===== src/rtl/lsu_pkg.sv =====
package lsu_pkg;
  localparam logic [7:0] MSG_CFG   = 8'h01;
  localparam logic [7:0] MSG_DATA  = 8'h02;
  localparam logic [7:0] MSG_STREQ = 8'h03;
  localparam logic [7:0] MSG_STRSP = 8'h04;
endpackage


===== src/rtl/lsu_window.sv =====
module lsu_window #(
  parameter int WIN = 255,
  localparam int CW = $clog2(WIN + 1)
) (
  input  logic          clk,
  input  logic          rst_n,
  input  logic          att_ok,
  input  logic          att_busy_fail,
  input  logic          att_retry_fail,
  output logic [CW-1:0] fail_rpt
);
  logic [CW-1:0] req_cnt, req_cnt_n;
  logic [CW-1:0] fail_cnt, fail_cnt_n;
  logic [CW-1:0] rpt_n;
  logic          req_any, req_bad, win_end;

  assign req_any = att_ok | att_busy_fail | att_retry_fail;
  assign req_bad = att_busy_fail | att_retry_fail;
  assign win_end = req_any && (req_cnt == CW'(WIN - 1));

  always_comb begin
    req_cnt_n  = req_cnt;
    fail_cnt_n = fail_cnt;
    rpt_n      = fail_rpt;
    if (win_end) begin
      rpt_n      = fail_cnt + CW'(req_bad);
      req_cnt_n  = '0;
      fail_cnt_n = '0;
    end else if (req_any) begin
      req_cnt_n  = req_cnt + 1'b1;
      fail_cnt_n = fail_cnt + CW'(req_bad);
    end
  end

  always_ff @(posedge clk or negedge rst_n) begin
    if (!rst_n) begin
      req_cnt  <= '0;
      fail_cnt <= '0;
      fail_rpt <= '0;
    end else if (req_any) begin
      req_cnt  <= req_cnt_n;
      fail_cnt <= fail_cnt_n;
      fail_rpt <= rpt_n;
    end
  end

  // window position never reaches the window size
  p_win_bound_r6: assert property (@(posedge clk) disable iff (!rst_n)
    req_cnt < CW'(WIN));
  // failures in a window never exceed requests in it
  p_fail_le_r5: assert property (@(posedge clk) disable iff (!rst_n)
    fail_cnt <= req_cnt);
  // closing request restarts the window
  p_restart_r6: assert property (@(posedge clk) disable iff (!rst_n)
    win_end |=> (req_cnt == '0) && (fail_cnt == '0));
  // a cycle with no strobe changes nothing
  p_idle_r5: assert property (@(posedge clk) disable iff (!rst_n)
    !req_any |=> $stable(req_cnt) && $stable(fail_cnt) && $stable(fail_rpt));
endmodule


===== src/rtl/lsu_ema.sv =====
module lsu_ema #(
  parameter int MW = 20,
  parameter int DW = 16,
  parameter int SH = 3
) (
  input  logic          clk,
  input  logic          rst_n,
  input  logic          done_vld,
  input  logic [MW-1:0] done_ticks,
  output logic [DW-1:0] avg
);
  localparam int AW = DW + SH;
  localparam logic [MW-1:0] CAP = MW'({DW{1'b1}});

  logic [DW-1:0] sample;
  logic [AW-1:0] acc;
  logic [DW-1:0] avg_n;

  always_comb begin
    sample = (done_ticks > CAP) ? {DW{1'b1}} : done_ticks[DW-1:0];
    acc    = (AW'(avg) << SH) - AW'(avg) + AW'(sample);
    avg_n  = acc[AW-1:SH];
  end

  always_ff @(posedge clk or negedge rst_n) begin
    if (!rst_n) avg <= '0;
    else if (done_vld) avg <= avg_n;
  end

  // average holds without a sample
  p_hold_r7: assert property (@(posedge clk) disable iff (!rst_n)
    !done_vld |=> $stable(avg));
  // new average lies no higher than the larger of old average and sample
  p_bound_r8: assert property (@(posedge clk) disable iff (!rst_n)
    done_vld |=> (avg <= $past(avg)) || (avg <= $past(sample)));
endmodule


===== src/rtl/lsu_resp.sv =====
module lsu_resp
  import lsu_pkg::*;
#(
  parameter int CW = 8,
  parameter int QW = 8,
  parameter int DW = 16,
  localparam int FW = 8 + CW + QW + DW,
  localparam int NB = FW / 8,
  localparam int IW = $clog2(NB)
) (
  input  logic          clk,
  input  logic          rst_n,
  input  logic          rx_vld,
  input  logic [7:0]    rx_data,
  output logic          rx_rdy,
  output logic          tx_vld,
  output logic [7:0]    tx_data,
  input  logic          tx_rdy,
  input  logic [CW-1:0] fail_rpt,
  input  logic [QW-1:0] q_level,
  input  logic [DW-1:0] avg
);
  logic          busy, busy_n;
  logic [IW-1:0] idx, idx_n;
  logic [FW-1:0] frame, frame_n;
  logic          take_req, load_en;

  assign rx_rdy   = !busy;
  assign tx_vld   = busy;
  assign tx_data  = frame[FW-1 -: 8];
  assign take_req = !busy && rx_vld && (rx_data == MSG_STREQ);
  assign load_en  = take_req || (busy && tx_rdy);

  always_comb begin
    busy_n  = busy;
    idx_n   = idx;
    frame_n = frame;
    if (take_req) begin
      busy_n  = 1'b1;
      idx_n   = '0;
      frame_n = {MSG_STRSP, fail_rpt, q_level, avg};
    end else if (busy && tx_rdy) begin
      frame_n = frame << 8;
      if (idx == IW'(NB - 1)) busy_n = 1'b0;
      else idx_n = idx + 1'b1;
    end
  end

  always_ff @(posedge clk or negedge rst_n) begin
    if (!rst_n) begin
      busy  <= 1'b0;
      idx   <= '0;
      frame <= '0;
    end else if (load_en) begin
      busy  <= busy_n;
      idx   <= idx_n;
      frame <= frame_n;
    end
  end

  // accepted request opens a response with the response type
  p_start_r2: assert property (@(posedge clk) disable iff (!rst_n)
    (rx_vld && rx_rdy && rx_data == MSG_STREQ) |=> tx_vld && (tx_data == MSG_STRSP));
  // any other accepted byte produces nothing
  p_drop_r3: assert property (@(posedge clk) disable iff (!rst_n)
    (rx_vld && rx_rdy && rx_data != MSG_STREQ) |=> !tx_vld);
  // stalled byte is held
  p_hold_r4: assert property (@(posedge clk) disable iff (!rst_n)
    (tx_vld && !tx_rdy) |=> tx_vld && $stable(tx_data));
endmodule


===== src/rtl/link_stats_unit.sv =====
module link_stats_unit #(
  parameter int WIN = 255,
  parameter int QW  = 8,
  parameter int MW  = 20,
  parameter int DW  = 16,
  parameter int SH  = 3,
  localparam int CW = $clog2(WIN + 1)
) (
  input  logic          clk,
  input  logic          rst_n,
  input  logic          rx_vld,
  input  logic [7:0]    rx_data,
  output logic          rx_rdy,
  output logic          tx_vld,
  output logic [7:0]    tx_data,
  input  logic          tx_rdy,
  input  logic          att_ok,
  input  logic          att_busy_fail,
  input  logic          att_retry_fail,
  input  logic [QW-1:0] q_level,
  input  logic          done_vld,
  input  logic [MW-1:0] done_ticks
);
  logic [CW-1:0] fail_rpt;
  logic [DW-1:0] avg;

  lsu_window #(.WIN(WIN)) u_win (
    .clk(clk), .rst_n(rst_n),
    .att_ok(att_ok), .att_busy_fail(att_busy_fail), .att_retry_fail(att_retry_fail),
    .fail_rpt(fail_rpt)
  );

  lsu_ema #(.MW(MW), .DW(DW), .SH(SH)) u_ema (
    .clk(clk), .rst_n(rst_n),
    .done_vld(done_vld), .done_ticks(done_ticks), .avg(avg)
  );

  lsu_resp #(.CW(CW), .QW(QW), .DW(DW)) u_resp (
    .clk(clk), .rst_n(rst_n),
    .rx_vld(rx_vld), .rx_data(rx_data), .rx_rdy(rx_rdy),
    .tx_vld(tx_vld), .tx_data(tx_data), .tx_rdy(tx_rdy),
    .fail_rpt(fail_rpt), .q_level(q_level), .avg(avg)
  );

  // no request is taken while a response is pending
  p_noaccept_r4: assert property (@(posedge clk) disable iff (!rst_n)
    tx_vld |-> !rx_rdy);
endmodule


===== config.mk =====
export PLATFORM = sky130hd
export DESIGN_NAME = link_stats_unit
export DESIGN_NICKNAME = d
export VERILOG_FILES = /design/src/rtl/lsu_pkg.sv /design/src/rtl/lsu_window.sv /design/src/rtl/lsu_ema.sv /design/src/rtl/lsu_resp.sv /design/src/rtl/link_stats_unit.sv
export SDC_FILE = /design/constraint.sdc
export NUM_CORES = 1
export LEC_CHECK = 0
export BUFFER_PORTS_ARGS = -buffer_cell sky130_fd_sc_hd__buf_2
export CAP_MARGIN = 20
export CORE_MARGIN = 3
export CORE_UTILIZATION = 60
export DETAILED_ROUTE_END_ITERATION = 8
export PLACE_DENSITY = 0.83
export SYNTH_ARGS = -nofsm -noshare
export SYNTH_HDL_FRONTEND = slang
export SYNTH_HIERARCHICAL = 1
export SYNTH_SLANG_ARGS = --single-unit

===== constraint.sdc =====
create_clock -name clk -period 2.95 [get_ports clk]
set_input_delay 0.4425 -clock clk [delete_from_list [all_inputs] [get_ports clk]]
set_output_delay 0.4425 -clock clk [all_outputs]
set_load 0.05 [all_outputs]

======== Word level (Yosys, flattened, before mapping) ========
Index checks and enable logic that the tools add are counted.
operators by class
  bitwise operators ....................... 3
  multiplexer cells ....................... 11
  reduce and logical (&&, ||, !) cells .... 12
  eq/ne operators ......................... 4
  add/subtract/negate cells ............... 5
  $lt $le $gt $ge ......................... 1
operator list
  cell                  number
  $mux 40               2
  $gt 20x16->1 const B  1
  $add 19x16->19        1
  $sub 19x16->19        1
  $mux 16               1
  $mux 8                2
  $mux 3                3
  $add 8x1->8           1
  $add 8x1->8 const B   1
  $eq 8x2->1 const B    1
  $eq 8x8->1 const B    1
  $reduce_and 3->1      2
  $logic_and 1x1->1     4
  $reduce_and 2->1      2
  $reduce_bool 2->1     2
  $add 3x1->3 const B   1
  $eq 3x3->1 const B    1
  $mux 1                3
  $or 1x1->1            3
  $ne 2x1->1 const B    1
  $logic_not 1->1       1
  $logic_or 1x1->1      1
word-level totals
  output and inout bits ................... 10
  bits in registers ....................... 84

======== Logic depth before layout (Yosys ltp) ========
  depth after elaboration ................. 5
  mapped depth ............................ 14
  depth with buffers taken out ............ 13

======== Hierarchy ========
The synthesis kept the hierarchy.
by module, submodules not included
  module      cells each  instances  area an instance (µm²)
  lsu_resp    180         1          2,265.9
  lsu_ema     200         1          1,756.7
  lsu_window  115         1          1,203.7

======== Worst setup path before layout ========
No wires, ideal clock.
  path kind ............................... input -> register
  start point ............................. in done_ticks[17]
  end point ............................... reg u_ema.avg[15]
  stages .................................. 14
  arrival time ............................ 3,169 ps
  required time ........................... 2,870 ps
  library setup time ...................... 80 ps
  slack ................................... -299 ps
  cells stage by stage .................... or4_1 > clkbuf_1 > nor2_1 > fa_1 > inv_1 > ha_1 > o21a_1 > o21ai_0 > a211oi_1 > o21ai_2 > a21oi_2 > or3_1 > o221ai_2 > xnor2_1
between the ends
  cells in the longest elaborated chain, start to end .. 3
ends and longest elaborated chain
  element                 line                   source
  start: declaration      link_stats_unit.sv:22  input logic [MW-1:0] done_ticks
  $gt 20x16->1            lsu_ema.sv:20          sample = (done_ticks > CAP) ? {DW{1'b1}} : done_ticks[DW-1:0];
  $mux 16                 lsu_ema.sv:20
  $add 19x16->19          lsu_ema.sv:21          acc = (AW'(avg) << SH) - AW'(avg) + AW'(sample);
  end signal: assignment  lsu_ema.sv:27          else if (done_vld) avg <= avg_n;
  end: declaration        lsu_ema.sv:10          output logic [DW-1:0] avg
Every way passes these cells.
A chain may end at the register's enable or synchronous reset.

======== Worst setup path in the final report ========
  start point ............................. in done_ticks[18]
  end point ............................... reg u_ema.avg[15]
The elaborated chain is that of the path after synthesis.

==> results.yml <==
critical_path:
  critPathTopFamily: "simple AND/OR/NAND/NOR gates"
  end_kind: "register"
  worstReg2RegStart: "u_ema/avg[5]"
  crit_arrival_ps: 3360
  r2r-end: "u_ema/avg[15]"
  critPathBufInv: 2
  ff2ff_setup_slack_ps: 100
  start_kind: "input port"
  slowest_stage: "or4_4"
  rr_worst_depth: 12
  path_class: "input port to register"
  cp_slowest_stage_delay_ps: 650
  required_ps: 3230
  path_max_fanout: 8
  crit_chain: "buf_6, or4_4, nor2_4, fa_1, inv_2, ha_4, a211oi_2, nand2_2, o21ai_4, a21oi_2, or3_1, o221ai_2, xnor2_1"
synth:
  synth.area.mux_share: 0.149
  netlist_instances: 495
  synth-warning-count: 6
  synth_top_area_share: 0.402
  synth-compound-area-share: 0.106
  async_reset_ff_frac: 1.00
  synth_flop_cell: "dfrtp_1"
  synth_area_leaders: "dfrtp_1 40%, mux2_4 6.6%, ha_1 5.7%"
  syn_area_per_cell_sq_um: 10.6
  syn-cell-area_sq_um: 5230
  synth_top_cell_by_area: "dfrtp_1"
  synth_nets: 576
  synth_top_family_by_area: "multiplexers"
  yosys.area_share.simple: 0.138
  ys_seq_area_frac: 0.402
  synth_cell_types: 59
  synth_xor_area_frac: 0.0285
  synth_fa_ha_area_frac: 0.107
  synth-seq-cells: 84
  synth_edf_count: 0
timing:
  drv_slew: 0
  rsz0062_at_grt: "true"
  relSlewSlack: 0.616
  tightest_slew_ps: 577
  setup_viol: 6
  period_minus_slack_ps: 3080
  skew_ps: 7.75
  hold_viol: 0
  finalCritPeriodShare: 1.04
  hold_slack_ps: 321
  setup_tns_ps: -294
  worst_slack_ps: -132
  fmax_mhz: 324
die:
  die_h_um: 99.3
  fp.dieW_um: 99.3
  initial_core_util: 0.627
  die_area_sq_um: 9870
  rows: 33
  core_area_sq_um: 8340
  ios: 54
layout:
  fin_cells: 675
  syn2layout_area_growth_pct: 17.9
  drive_gt1_frac: 0.358
  diodes: 0
  final.fill_count: 552
  layout_commonest_cell: "dfrtp_1"
  nets: 646
  final_cell_mix: "84 x dfrtp_1, 56 x nand2_1, 50 x buf_2, 42 x inv_1, 30 x buf_4"
route:
  drc: 0
  dr.pass1.iters: 5
  ant_nets: 0
  wirelength_um: 11200
  drtIter0Drc: 127
  wl_per_cell_um: 16.6
  vias: 3914
  viasPerCell: 5.80
grt:
  grt_pass1_vias: 3913
  gr-total-overflow: 0
  grt_pass1_wl_um: 18200
  grt.total_usage: 0.226
  grt_max_degree: 85
  grt_antenna_before_repair: 0
hold_path:
  min_to: "u_resp/frame[18]"
  min_from: "q_level[2]"
  hold_class: "input port to register"
  hold_depth: 2
cts:
  clock_path_buffers: 2
  htreeDepth: 3
  cts_num_sinks: 84
  cts_buffers: 9
  cts_root_buffer: "clkbuf_8"
  clk_pin_slew_ps: 90
  cts_tree: "done"
  insertion_delay_ps: 350
outcome:
  failed_checks: "setup timing"
  outcome: "complete, but fails checks"
pwr:
  leakagePower_nw: 3.05
  power_density_nw_per_um2: 1220
  peakVddDrop_v: 0.00108
placement:
  dpl.cell_count: 654
  dpl.hpwl_um: 7770
  place_congestion: 0.911
  io_buffers: 53
run:
  drv_cap: 0
worst max path at each step:
stage / startpoint / end / slack, ps / cells past startpoint
after floorplan: done_ticks[17] / u_ema/avg[15] / -130 / 14
after global placement: done_ticks[17] / u_ema/avg[15] / -250 / 14
after detailed placement: done_ticks[17] / u_ema/avg[15] / -360 / 12
after CTS: done_ticks[17] / u_ema/avg[15] / 1 / 12
after global routing: done_ticks[18] / u_ema/avg[15] / -220 / 13
final: done_ticks[18] / u_ema/avg[15] / -130 / 13
synth_stat cells (3+ instances only):
master and number:
clkbuf_1 6, buf_4 8, o21a_1 3, inv_1 47
and3_1 3, and2_1 4, mux2i_1 12, buf_2 8
a21o_1 4, fa_1 13, o21ai_1 8, a31oi_1 7
nand3_1 11, nand2_1 57, xor2_1 8, o21ai_0 14
mux2_4 23, xnor2_1 9, o211ai_1 4, ha_1 24
mux2_2 26, or3_1 5, buf_6 5, nor2_1 21
dfrtp_1 84, nor3_1 8, o31ai_1 4, or2b_1 7
a21oi_1 20
stage by stage:
| stage | area [sq um] | power, W | worst slack, ps | util |
|---|---|---|---|---|
| global placement | 5720 | 0.00569 | -250 | 0.685 |
| global route | 6160 | 0.00808 | -222 | 0.739 |
| CTS | 5920 | 0.00680 | 1.50 | 0.710 |
| finish | 6160 | 0.00751 | -132 | 0.739 |
| floorplan | 5300 | 0.00464 | -131 | - |
| detailed placement | 5720 | 0.00592 | -357 | 0.685 |
final cells by class:
type                            instances  area [sq um]  area share
Clock buffer                            9           124      0.0201
Clock inverter                          7          82.6      0.0134
Inverter                               47           176      0.0286
Multi-Input combinational cell        337          2990       0.485
Sequential cell                        84          2100       0.341
Tap cell                              105           131      0.0213
Timing Repair Buffer                   86           558      0.0906
power breakdown:
part | internal, W | switching, W
logic | 0.00242 | 0.00243
clock network | 0.000405 | 0.000452
registers | 0.00146 | 0.000345
total | 0.00428 | 0.00323
registers in the layout (all words and copies together) (netlist names):
register and cells:
u_resp/frame 40, u_resp/tx_vld 1, u_win/fail_rpt 8, u_win/req_cnt 8
u_win/fail_cnt 8, u_resp/idx 3, u_ema/avg 16
metal layers:
metal / up-vias / track usage / share of wire
li1: 1842 / - / -
met1: 1928 / 0.303 / 0.43
met2: 120 / 0.371 / 0.50
met3: 24 / 0.0330 / 0.049
met4: 0 / 0.0903 / 0.027
met5: - / 0 / 0
worst register-to-register path, cell delays in order, from the launching register on:
cell,delay [ps]
dfrtp_1,450
inv_1,110
fa_1,540
inv_1,40
ha_1,230
buf_4,150
a211oi_2,190
nand2_2,120
o21ai_4,230
a21oi_2,100
or3_1,380
o221ai_2,80
xnor2_1,150
cell families after synthesis:
| logic type | after synthesis |
|---|---|
| flops | 84 |
| buf+inv | 74 |
| mux | 63 |
| fa+ha+maj | 37 |
| xor+xnor | 17 |
| compound gates | 85 |
| simple gates | 135 |
timing repair:
item | CTS | global route
setup buffers | 0 | 4
gates resized for setup | 0 | 39
hold buffers | 0 | 1
setup endpoints to repair | 0 | 11
endpoints found under the hold margin | 0 | 24
Note: power is estimated with default switching activity, not from simulation.
